### src/rtl/dual_issue_pkg.sv
// Shared definitions for the dual-issue pairing check.
// Assumes the instruction kind arrives already decoded into two bits.
package dual_issue_pkg;

    typedef enum logic [1:0] {
        OP_ALU    = 2'd0,
        OP_MEM    = 2'd1,
        OP_BRANCH = 2'd2,
        OP_LONG   = 2'd3
    } op_kind_e;

    localparam int unsigned ISSUE_WIDTH = 2;

    // True when two kinds compete for a unit that exists only once.
    function automatic logic kinds_clash(input logic [1:0] a, input logic [1:0] b);
        return (a == b) && (a != OP_ALU);
    endfunction

endpackage

### src/rtl/dual_issue_scoreboard.sv
// Busy-register scoreboard for long-latency results.
// It holds one bit per architectural register and answers NPORT hazard
// lookups against the registered state only: a completion clear takes
// effect from the following cycle. Assumes NREG is a power of two and
// that at most one set and one clear arrive per cycle. A set wins over
// a clear of the same register.
module dual_issue_scoreboard #(
    parameter  int NREG  = 32,
    parameter  int NPORT = 2,
    localparam int REG_W = $clog2(NREG)
) (
    input  logic                        clk,
    input  logic                        rst_n,
    input  logic                        set_en,
    input  logic [REG_W-1:0]            set_reg,
    input  logic                        clr_en,
    input  logic [REG_W-1:0]            clr_reg,
    input  logic [NPORT-1:0][REG_W-1:0] look_src_a,
    input  logic [NPORT-1:0]            look_src_a_en,
    input  logic [NPORT-1:0][REG_W-1:0] look_src_b,
    input  logic [NPORT-1:0]            look_src_b_en,
    input  logic [NPORT-1:0][REG_W-1:0] look_dst,
    input  logic [NPORT-1:0]            look_dst_en,
    output logic [NPORT-1:0]            hazard
);

    logic [NREG-1:0] busy_q;
    logic [NREG-1:0] busy_d;

    // Next busy vector: clear the completed register, then apply a new mark.
    always_comb begin
        busy_d = busy_q;
        if (clr_en) busy_d[clr_reg] = 1'b0;
        if (set_en) busy_d[set_reg] = 1'b1;
    end

    // Busy state register with synchronous reset.
    always_ff @(posedge clk) begin
        if (!rst_n) busy_q <= '0;
        else        busy_q <= busy_d;
    end

    // One lookup port per head entry.
    for (genvar p = 0; p < NPORT; p++) begin : g_look
        assign hazard[p] = (look_src_a_en[p] & busy_q[look_src_a[p]])
                         | (look_src_b_en[p] & busy_q[look_src_b[p]])
                         | (look_dst_en[p]   & busy_q[look_dst[p]]);
    end

endmodule

### src/rtl/dual_issue_pair_rules.sv
// Pairing decision for the two queue-head entries.
// The older entry issues when it is present and free of scoreboard
// hazards. The younger one issues only with it, and only when no unit
// is claimed twice and no register dependence links the pair.
// Purely combinational.
module dual_issue_pair_rules
    import dual_issue_pkg::*;
#(
    parameter int REG_W = 5
) (
    input  logic             enable,
    input  logic             old_valid,
    input  logic [1:0]       old_kind,
    input  logic [REG_W-1:0] old_dst,
    input  logic             old_dst_en,
    input  logic             old_hazard,
    input  logic             yng_valid,
    input  logic [1:0]       yng_kind,
    input  logic [REG_W-1:0] yng_dst,
    input  logic             yng_dst_en,
    input  logic [REG_W-1:0] yng_src_a,
    input  logic             yng_src_a_en,
    input  logic [REG_W-1:0] yng_src_b,
    input  logic             yng_src_b_en,
    input  logic             yng_hazard,
    output logic [ISSUE_WIDTH-1:0] go
);

    logic unit_clash;
    logic raw_link;
    logic waw_link;
    logic old_go;

    // Structural conflict: both entries need the single memory, branch or long unit.
    always_comb unit_clash = kinds_clash(old_kind, yng_kind);

    // Younger entry reads what the older entry writes.
    always_comb raw_link = old_dst_en &&
                           ((yng_src_a_en && (yng_src_a == old_dst)) ||
                            (yng_src_b_en && (yng_src_b == old_dst)));

    // Both entries write the same register.
    always_comb waw_link = old_dst_en && yng_dst_en && (yng_dst == old_dst);

    // Older entry decision.
    always_comb old_go = enable && old_valid && !old_hazard;

    // Issue vector; the younger bit can only be set with the older one.
    always_comb begin
        go[0] = old_go;
        go[1] = old_go && yng_valid && !yng_hazard &&
                !unit_clash && !raw_link && !waw_link;
    end

endmodule

### src/rtl/dual_issue_slot.sv
// One issue-slot register. Captures an instruction when load is high,
// otherwise captures a no-operation with every field at zero.
module dual_issue_slot #(
    parameter int REG_W = 5
) (
    input  logic             clk,
    input  logic             rst_n,
    input  logic             load,
    input  logic [1:0]       in_kind,
    input  logic [REG_W-1:0] in_dst,
    input  logic             in_dst_en,
    input  logic [REG_W-1:0] in_src_a,
    input  logic [REG_W-1:0] in_src_b,
    output logic             out_valid,
    output logic [1:0]       out_kind,
    output logic [REG_W-1:0] out_dst,
    output logic             out_dst_en,
    output logic [REG_W-1:0] out_src_a,
    output logic [REG_W-1:0] out_src_b
);

    // Slot register: instruction or no-operation each cycle.
    always_ff @(posedge clk) begin
        if (!rst_n || !load) begin
            out_valid  <= 1'b0;
            out_kind   <= 2'd0;
            out_dst    <= '0;
            out_dst_en <= 1'b0;
            out_src_a  <= '0;
            out_src_b  <= '0;
        end else begin
            out_valid  <= 1'b1;
            out_kind   <= in_kind;
            out_dst    <= in_dst;
            out_dst_en <= in_dst_en;
            out_src_a  <= in_src_a;
            out_src_b  <= in_src_b;
        end
    end

endmodule

### src/rtl/dual_issue_perf_count.sv
// Wrapping event counter, cleared by synchronous reset.
module dual_issue_perf_count #(
    parameter int WIDTH = 16
) (
    input  logic             clk,
    input  logic             rst_n,
    input  logic             bump,
    output logic [WIDTH-1:0] count
);

    // Count one per cycle with bump high.
    always_ff @(posedge clk) begin
        if (!rst_n)    count <= '0;
        else if (bump) count <= count + 1'b1;
    end

endmodule

### src/rtl/dual_issue_pair.sv
// Dual-issue pairing check: top level.
// Takes the two decode-queue head entries and reports how many were
// consumed (combinationally, same cycle). It registers the issued
// entries into two slots, filling an empty slot with a no-operation,
// and tracks long-latency destinations in a scoreboard. Assumes head 1
// is meaningful only alongside head 0, and that done_reg names a
// register previously marked by a long-latency issue.
module dual_issue_pair
    import dual_issue_pkg::*;
#(
    parameter  int NREG   = 32,
    parameter  int PERF_W = 16,
    localparam int REG_W  = $clog2(NREG)
) (
    input  logic              clk,
    input  logic              rst_n,
    input  logic              hd0_valid,
    input  logic [1:0]        hd0_kind,
    input  logic [REG_W-1:0]  hd0_dst,
    input  logic              hd0_dst_en,
    input  logic [REG_W-1:0]  hd0_src_a,
    input  logic              hd0_src_a_en,
    input  logic [REG_W-1:0]  hd0_src_b,
    input  logic              hd0_src_b_en,
    input  logic              hd1_valid,
    input  logic [1:0]        hd1_kind,
    input  logic [REG_W-1:0]  hd1_dst,
    input  logic              hd1_dst_en,
    input  logic [REG_W-1:0]  hd1_src_a,
    input  logic              hd1_src_a_en,
    input  logic [REG_W-1:0]  hd1_src_b,
    input  logic              hd1_src_b_en,
    input  logic              done_valid,
    input  logic [REG_W-1:0]  done_reg,
    output logic [1:0]        take_count,
    output logic              slot0_valid,
    output logic [1:0]        slot0_kind,
    output logic [REG_W-1:0]  slot0_dst,
    output logic              slot0_dst_en,
    output logic [REG_W-1:0]  slot0_src_a,
    output logic [REG_W-1:0]  slot0_src_b,
    output logic              slot1_valid,
    output logic [1:0]        slot1_kind,
    output logic [REG_W-1:0]  slot1_dst,
    output logic              slot1_dst_en,
    output logic [REG_W-1:0]  slot1_src_a,
    output logic [REG_W-1:0]  slot1_src_b,
    output logic [PERF_W-1:0] half_issue_count
);

    localparam int W = ISSUE_WIDTH;

    logic [W-1:0][1:0]       h_kind;
    logic [W-1:0][REG_W-1:0] h_dst;
    logic [W-1:0]            h_dst_en;
    logic [W-1:0][REG_W-1:0] h_src_a;
    logic [W-1:0]            h_src_a_en;
    logic [W-1:0][REG_W-1:0] h_src_b;
    logic [W-1:0]            h_src_b_en;
    logic [W-1:0]            hazard;
    logic [W-1:0]            go;
    logic [W-1:0]            marks;
    logic                    sb_set_en;
    logic [REG_W-1:0]        sb_set_reg;

    logic [W-1:0]            s_valid;
    logic [W-1:0][1:0]       s_kind;
    logic [W-1:0][REG_W-1:0] s_dst;
    logic [W-1:0]            s_dst_en;
    logic [W-1:0][REG_W-1:0] s_src_a;
    logic [W-1:0][REG_W-1:0] s_src_b;

    // Gather the head fields into per-entry arrays (index 0 is older).
    always_comb begin
        h_kind     = {hd1_kind,     hd0_kind};
        h_dst      = {hd1_dst,      hd0_dst};
        h_dst_en   = {hd1_dst_en,   hd0_dst_en};
        h_src_a    = {hd1_src_a,    hd0_src_a};
        h_src_a_en = {hd1_src_a_en, hd0_src_a_en};
        h_src_b    = {hd1_src_b,    hd0_src_b};
        h_src_b_en = {hd1_src_b_en, hd0_src_b_en};
    end

    dual_issue_scoreboard #(.NREG(NREG), .NPORT(W)) u_board (
        .clk           (clk),
        .rst_n         (rst_n),
        .set_en        (sb_set_en),
        .set_reg       (sb_set_reg),
        .clr_en        (done_valid),
        .clr_reg       (done_reg),
        .look_src_a    (h_src_a),
        .look_src_a_en (h_src_a_en),
        .look_src_b    (h_src_b),
        .look_src_b_en (h_src_b_en),
        .look_dst      (h_dst),
        .look_dst_en   (h_dst_en),
        .hazard        (hazard)
    );

    dual_issue_pair_rules #(.REG_W(REG_W)) u_rules (
        .enable       (rst_n),
        .old_valid    (hd0_valid),
        .old_kind     (hd0_kind),
        .old_dst      (hd0_dst),
        .old_dst_en   (hd0_dst_en),
        .old_hazard   (hazard[0]),
        .yng_valid    (hd1_valid),
        .yng_kind     (hd1_kind),
        .yng_dst      (hd1_dst),
        .yng_dst_en   (hd1_dst_en),
        .yng_src_a    (hd1_src_a),
        .yng_src_a_en (hd1_src_a_en),
        .yng_src_b    (hd1_src_b),
        .yng_src_b_en (hd1_src_b_en),
        .yng_hazard   (hazard[1]),
        .go           (go)
    );

    // Consumed-entry count; the rules never set the younger bit alone.
    always_comb take_count = {go[1], go[0] & ~go[1]};

    // Which issued entries write a long-latency destination.
    for (genvar i = 0; i < W; i++) begin : g_mark
        assign marks[i] = go[i] && (h_kind[i] == OP_LONG) && h_dst_en[i];
    end

    // At most one long-latency entry issues per cycle, so one set port suffices.
    always_comb begin
        sb_set_en  = |marks;
        sb_set_reg = marks[0] ? h_dst[0] : h_dst[1];
    end

    // The two issue-slot registers.
    for (genvar i = 0; i < W; i++) begin : g_slot
        dual_issue_slot #(.REG_W(REG_W)) u_slot (
            .clk        (clk),
            .rst_n      (rst_n),
            .load       (go[i]),
            .in_kind    (h_kind[i]),
            .in_dst     (h_dst[i]),
            .in_dst_en  (h_dst_en[i]),
            .in_src_a   (h_src_a[i]),
            .in_src_b   (h_src_b[i]),
            .out_valid  (s_valid[i]),
            .out_kind   (s_kind[i]),
            .out_dst    (s_dst[i]),
            .out_dst_en (s_dst_en[i]),
            .out_src_a  (s_src_a[i]),
            .out_src_b  (s_src_b[i])
        );
    end

    // Cycles that issued exactly one entry.
    dual_issue_perf_count #(.WIDTH(PERF_W)) u_perf (
        .clk   (clk),
        .rst_n (rst_n),
        .bump  (go[0] & ~go[1]),
        .count (half_issue_count)
    );

    // Drive the slot ports from the slot arrays.
    always_comb begin
        slot0_valid  = s_valid[0];
        slot0_kind   = s_kind[0];
        slot0_dst    = s_dst[0];
        slot0_dst_en = s_dst_en[0];
        slot0_src_a  = s_src_a[0];
        slot0_src_b  = s_src_b[0];
        slot1_valid  = s_valid[1];
        slot1_kind   = s_kind[1];
        slot1_dst    = s_dst[1];
        slot1_dst_en = s_dst_en[1];
        slot1_src_a  = s_src_a[1];
        slot1_src_b  = s_src_b[1];
    end

endmodule

### config.mk
export PLATFORM = sky130hd
export DESIGN_NAME = dual_issue_pair
export DESIGN_NICKNAME = d
export VERILOG_FILES = /design/src/rtl/dual_issue_pkg.sv /design/src/rtl/dual_issue_scoreboard.sv /design/src/rtl/dual_issue_pair_rules.sv /design/src/rtl/dual_issue_slot.sv /design/src/rtl/dual_issue_perf_count.sv /design/src/rtl/dual_issue_pair.sv
export SDC_FILE = /design/constraint.sdc
export NUM_CORES = 1
export LEC_CHECK = 0
export BUFFER_PORTS_ARGS = -buffer_cell sky130_fd_sc_hd__buf_2
export CORE_ASPECT_RATIO = 1.75
export CORE_UTILIZATION = 51
export CTS_BUF_LIST = sky130_fd_sc_hd__clkbuf_4
export DETAILED_ROUTE_END_ITERATION = 8
export GPL_TIMING_DRIVEN = 0
export MAX_ROUTING_LAYER = met4
export PLACE_DENSITY = 0.72
export SYNTH_ARGS = -nofsm -noshare
export SYNTH_HDL_FRONTEND = slang
export SYNTH_SLANG_ARGS = --single-unit
### constraint.sdc
create_clock -name clk -period 6.68 [get_ports clk]
set_clock_uncertainty 0.15 [all_clocks]
set_input_delay 0.334 -clock clk [delete_from_list [all_inputs] [get_ports clk]]
set_output_delay 0.334 -clock clk [all_outputs]
set_load 0.03 [all_outputs]
==> summary.txt <==
Outcome
  – Status: complete, no violations

Floorplanning
  – Die width: 83.2 um
  – Rows: 51
  – Initial Utilization: 52.8%
  – Core ar.: 11,200 um2
  – DIE AREA: 12,000 um2
  – # IOs: 106
  – Die Y: 144 um

Power and ir drop
  – Clk network pwr share: 28.3%
  – Sw Pwr: 326 uW
  – Gate power share: 19.1%
  – Peak supply drop: 0.0949 mV
  – LEAKAGE: 2.55 nW
  – Register share of total power: 52.6%
  – Power density over the cells: 148 nW/um2
  – Sw frac: 32.8%
  – Pint: 668 uW

Worst setup path
  – Stages on the worst setup path: 11
  – Max incr delay on CP: 0.57 ns
  – Critical-path top delay cell: mux4_2
  – CP Class: input port to output port
  – CP startpoint: hd1_dst[0]
  – Most Frequent Cell on Critical Path: clkbuf_1
  – R2R depth: 8
  – WP buf/inv: 5
  – Startpoint class of the critical path: input port
  – Worst Path Required: 6.20 ns
  – Flop-to-flop setup slack: 3.09 ns
  – Critical path destination: take_count[1]
  – Critical path data arrival time: 3.56 ns
  – Critical path endpoint category: output port
  – CP max FO: 10
  – R2r startpoint: u_board.busy_q[26]
  – Cells along the critical path: clkbuf_1 > buf_1 > mux4_2 > o22ai_1 > o221ai_1 > a32oi_1 > o2111a_1 > clkbuf_1 > and2_1 > buf_4 > buf_2
  – Delay-heaviest family, CP: buffers and inverters
  – R2R Path End: u_board.busy_q[20]

Finish
  – Commonest non-fill, non-tap cell in the layout: buf_2
  – NumNets Final: 767
  – Commonest cells after routing, fill and taps aside: 96 x buf_2, 86 x dfxtp_1, 44 x clkbuf_1
  – Share of cells above drive strength 1: 25.9%
  – Final Cell Area: 6710 um2
  – Fill cells: 1,009
  – Fin util: 60.1%
  – Area delta synth->final: 13.9%

Route
  – Vias: 5,847
  – Pre-Repair DR Iteration Count: 5
  – DR iter-0 viols: 515
  – Via density: 6.85
  – Routed wire length: 20.3 mm
  – Residual DRC: 0
  – Antenna violation net count after detailed routing: 0
  – DR WL/cell: 23.8 um

Global routing
  – GRT Overall Usage: 35.2%
  – Number of global-route vias before repair: 5,854
  – Initial antenna violation count: 1
  – First-pass GRT wire length: 31.3 mm
  – Largest net degree at the start of global routing: 16
  – Overflow after GRT: 0

Synthesis
  – FF+latch count, synth: 86
  – Simple-gate area share of the yosys netlist: 24.4%
  – Synth Area in XOR/XNOR: 2.38%
  – Sequential fraction of the synthesis area: 29.2%
  – Mapped Cells: 607
  – Netlist cell types: 65
  – Post-synth ARST share: 0%
  – Syn Std Cell Area: 5890 um2
  – Post-Syn Nets: 658
  – Post-synthesis adder-cell area fraction: 0.212%
  – EDFF count, synth: 0
  – Syn_area_per_cell: 9.70 um2
  – Largest family of logic cells by synthesized area: simple AND/OR/NAND/NOR gates
  – Synth Area in Compound Gates: 15.9%
  – Post-synthesis mux area share: 23.3%
  – Synth Warn #: 0
  – Dominant synthesized flop cell: dfxtp_1

Placement
  – Post-place setup slack: 2.74 ns
  – Port buffer count: 89
  – Cell area after placement: 6500 um2
  – Routability Congestion: 0.978
  – Hpwl dp: 15.0 mm

CTS
  – Root buffer cell: clkbuf_4
  – Clock sink total: 86
  – TritonCTS Buffers: 9
  – Clock Path Buffers: 2
  – Post-cts sizing count: 0
  – Worst skew pair latency: 0.47 ns
  – Worst-path clk slew: 0.15 ns
  – H-tree levels: 3
  – TritonCTS clock tree: built

Timing
  – Final WS setup: 2.64 ns
  – Min Tclk post-route: 4.04 ns
  – Fin. max-slew vios: 0
  – Tcrit/Tclk final: 60.5%
  – Fmax achieved: 248 MHz
  – Setup violations, final: 0
  – Final hold violations: 0
  – Slew headroom: 20.7%
  – Setup repair after global routing missed its margin: false
  – Total negative slack: 0 ns
  – Worst-margin pin slew: 1.18 ns

Hold path
  – Hold WC Path Type: input port to register

Run
  – Maximum capacitance violations: 0
==> metal layers <==
metal	GRT usage [%]	vias up	routed length, um
met5	-	-	0
met4	25.5	0	1600
met3	5.65	130	1610
met2	60.5	368	10200
met1	36.5	2797	6910
li1	-	2552	-
==> cells by family (layout without fill, tap and decap cells) <==
group	count (synthesis)	count (layout)
buffers and inverters	64	178
AO/OA/AOI/OAI	125	125
adder cells (fa/ha/maj)	1	1
XOR/XNOR	16	16
multiplexers	83	83
flip-flops	86	86
other	0	1
AND/OR/NAND/NOR	232	232
==> cell type report <==
cell class                      instances  area (um2)  area share [%]
Antenna cell                            1        2.50          0.0373
Tap cell                              132         165            2.46
Buffer                                 56         240            3.58
Sequential cell                        86        1720            25.7
Clock inverter                          6        47.5           0.708
Clock buffer                           10        75.1            1.12
Inverter                                8        30.0           0.447
Multi-Input combinational cell        457        3900            58.1
Timing Repair Buffer                   98         531            7.90
==> state kept, by name, summed over array words and instances (netlist names) <==
signal / count
g_slot.u_slot.out_src_a: 10
g_slot.u_slot.out_dst_en: 2
g_slot.u_slot.out_kind: 4
g_slot.u_slot.out_valid: 2
u_board.busy_q: 32
u_perf.count: 16
g_slot.u_slot.out_dst: 10
g_slot.u_slot.out_src_b: 10
==> cell usage after synthesis (all sizes together) (4+ instances only) <==
library cell	instances	share of area, %
nand4	7	0.74
clkbuf	44	2.8
o22ai	5	0.53
a221oi	31	4.7
nand2b	17	1.8
nor2b	19	2.0
nand3b	13	1.7
and2	26	2.8
and3	25	2.7
nand3	17	1.5
nand4b	10	2.1
mux2i	29	4.9
xor2	9	1.3
a21oi	14	1.2
nor4	15	2.2
xnor2	7	1.0
mux2	12	2.3
nor3	4	0.34
dfxtp	86	29
inv	7	0.45
o21ai	19	1.6
buf	12	1.3
nand2	31	2.0
o21a	27	3.4
mux4	42	16
or3	4	0.42
nor2	26	1.7
==> through the flow <==
stage                     total power, mW  hold WS, ns  std cells
after detailed placement            0.717        0.318        828
after global placement              0.714        0.303        828
after floorplan                     0.657        0.306        607
after global routing                 1.03       0.0118        854
after CTS                           0.993      0.00331        852
final                               0.995      0.00157        854
==> power groups by stage <==
| stage | registers, mW | logic (mW) | clock network, mW |
|---|---|---|---|
| 3_3_place_gp | 0.534 | 0.179 | 0 |
| 4_1_cts | 0.523 | 0.187 | 0.283 |
| 6_report | 0.523 | 0.190 | 0.282 |
| 5_1_grt | 0.525 | 0.202 | 0.304 |
| 2_1_floorplan | 0.550 | 0.107 | 0 |
| 3_5_place_dp | 0.535 | 0.183 | 0 |
==> worst min-delay path by stage <==
| stage | endpoint | start | cells past startpoint | slack [ns] |
|---|---|---|---|---|
| 6_report | g_slot[0].u_slot.out_src_a[2] | hd0_src_a[2] | 2 | 0.002 |
| 5_1_grt | g_slot[1].u_slot.out_src_a[4] | hd1_src_a[4] | 2 | 0.01 |
| 4_1_cts | g_slot[0].u_slot.out_src_a[2] | hd0_src_a[2] | 2 | 0.003 |
| 3_5_place_dp | u_perf.count[15] | u_perf.count[15] | 2 | 0.32 |
| 3_3_place_gp | u_perf.count[15] | u_perf.count[15] | 2 | 0.30 |
| 2_1_floorplan | g_slot[0].u_slot.out_dst_en | hd0_dst_en | 1 | 0.31 |
==> what timing repair did <==
item,CTS,global route
setup buffers,0,0
hold endpoints to repair,8,0
hold buffers,8,0
No activity file was read; power rests on OpenSTA's default activity.
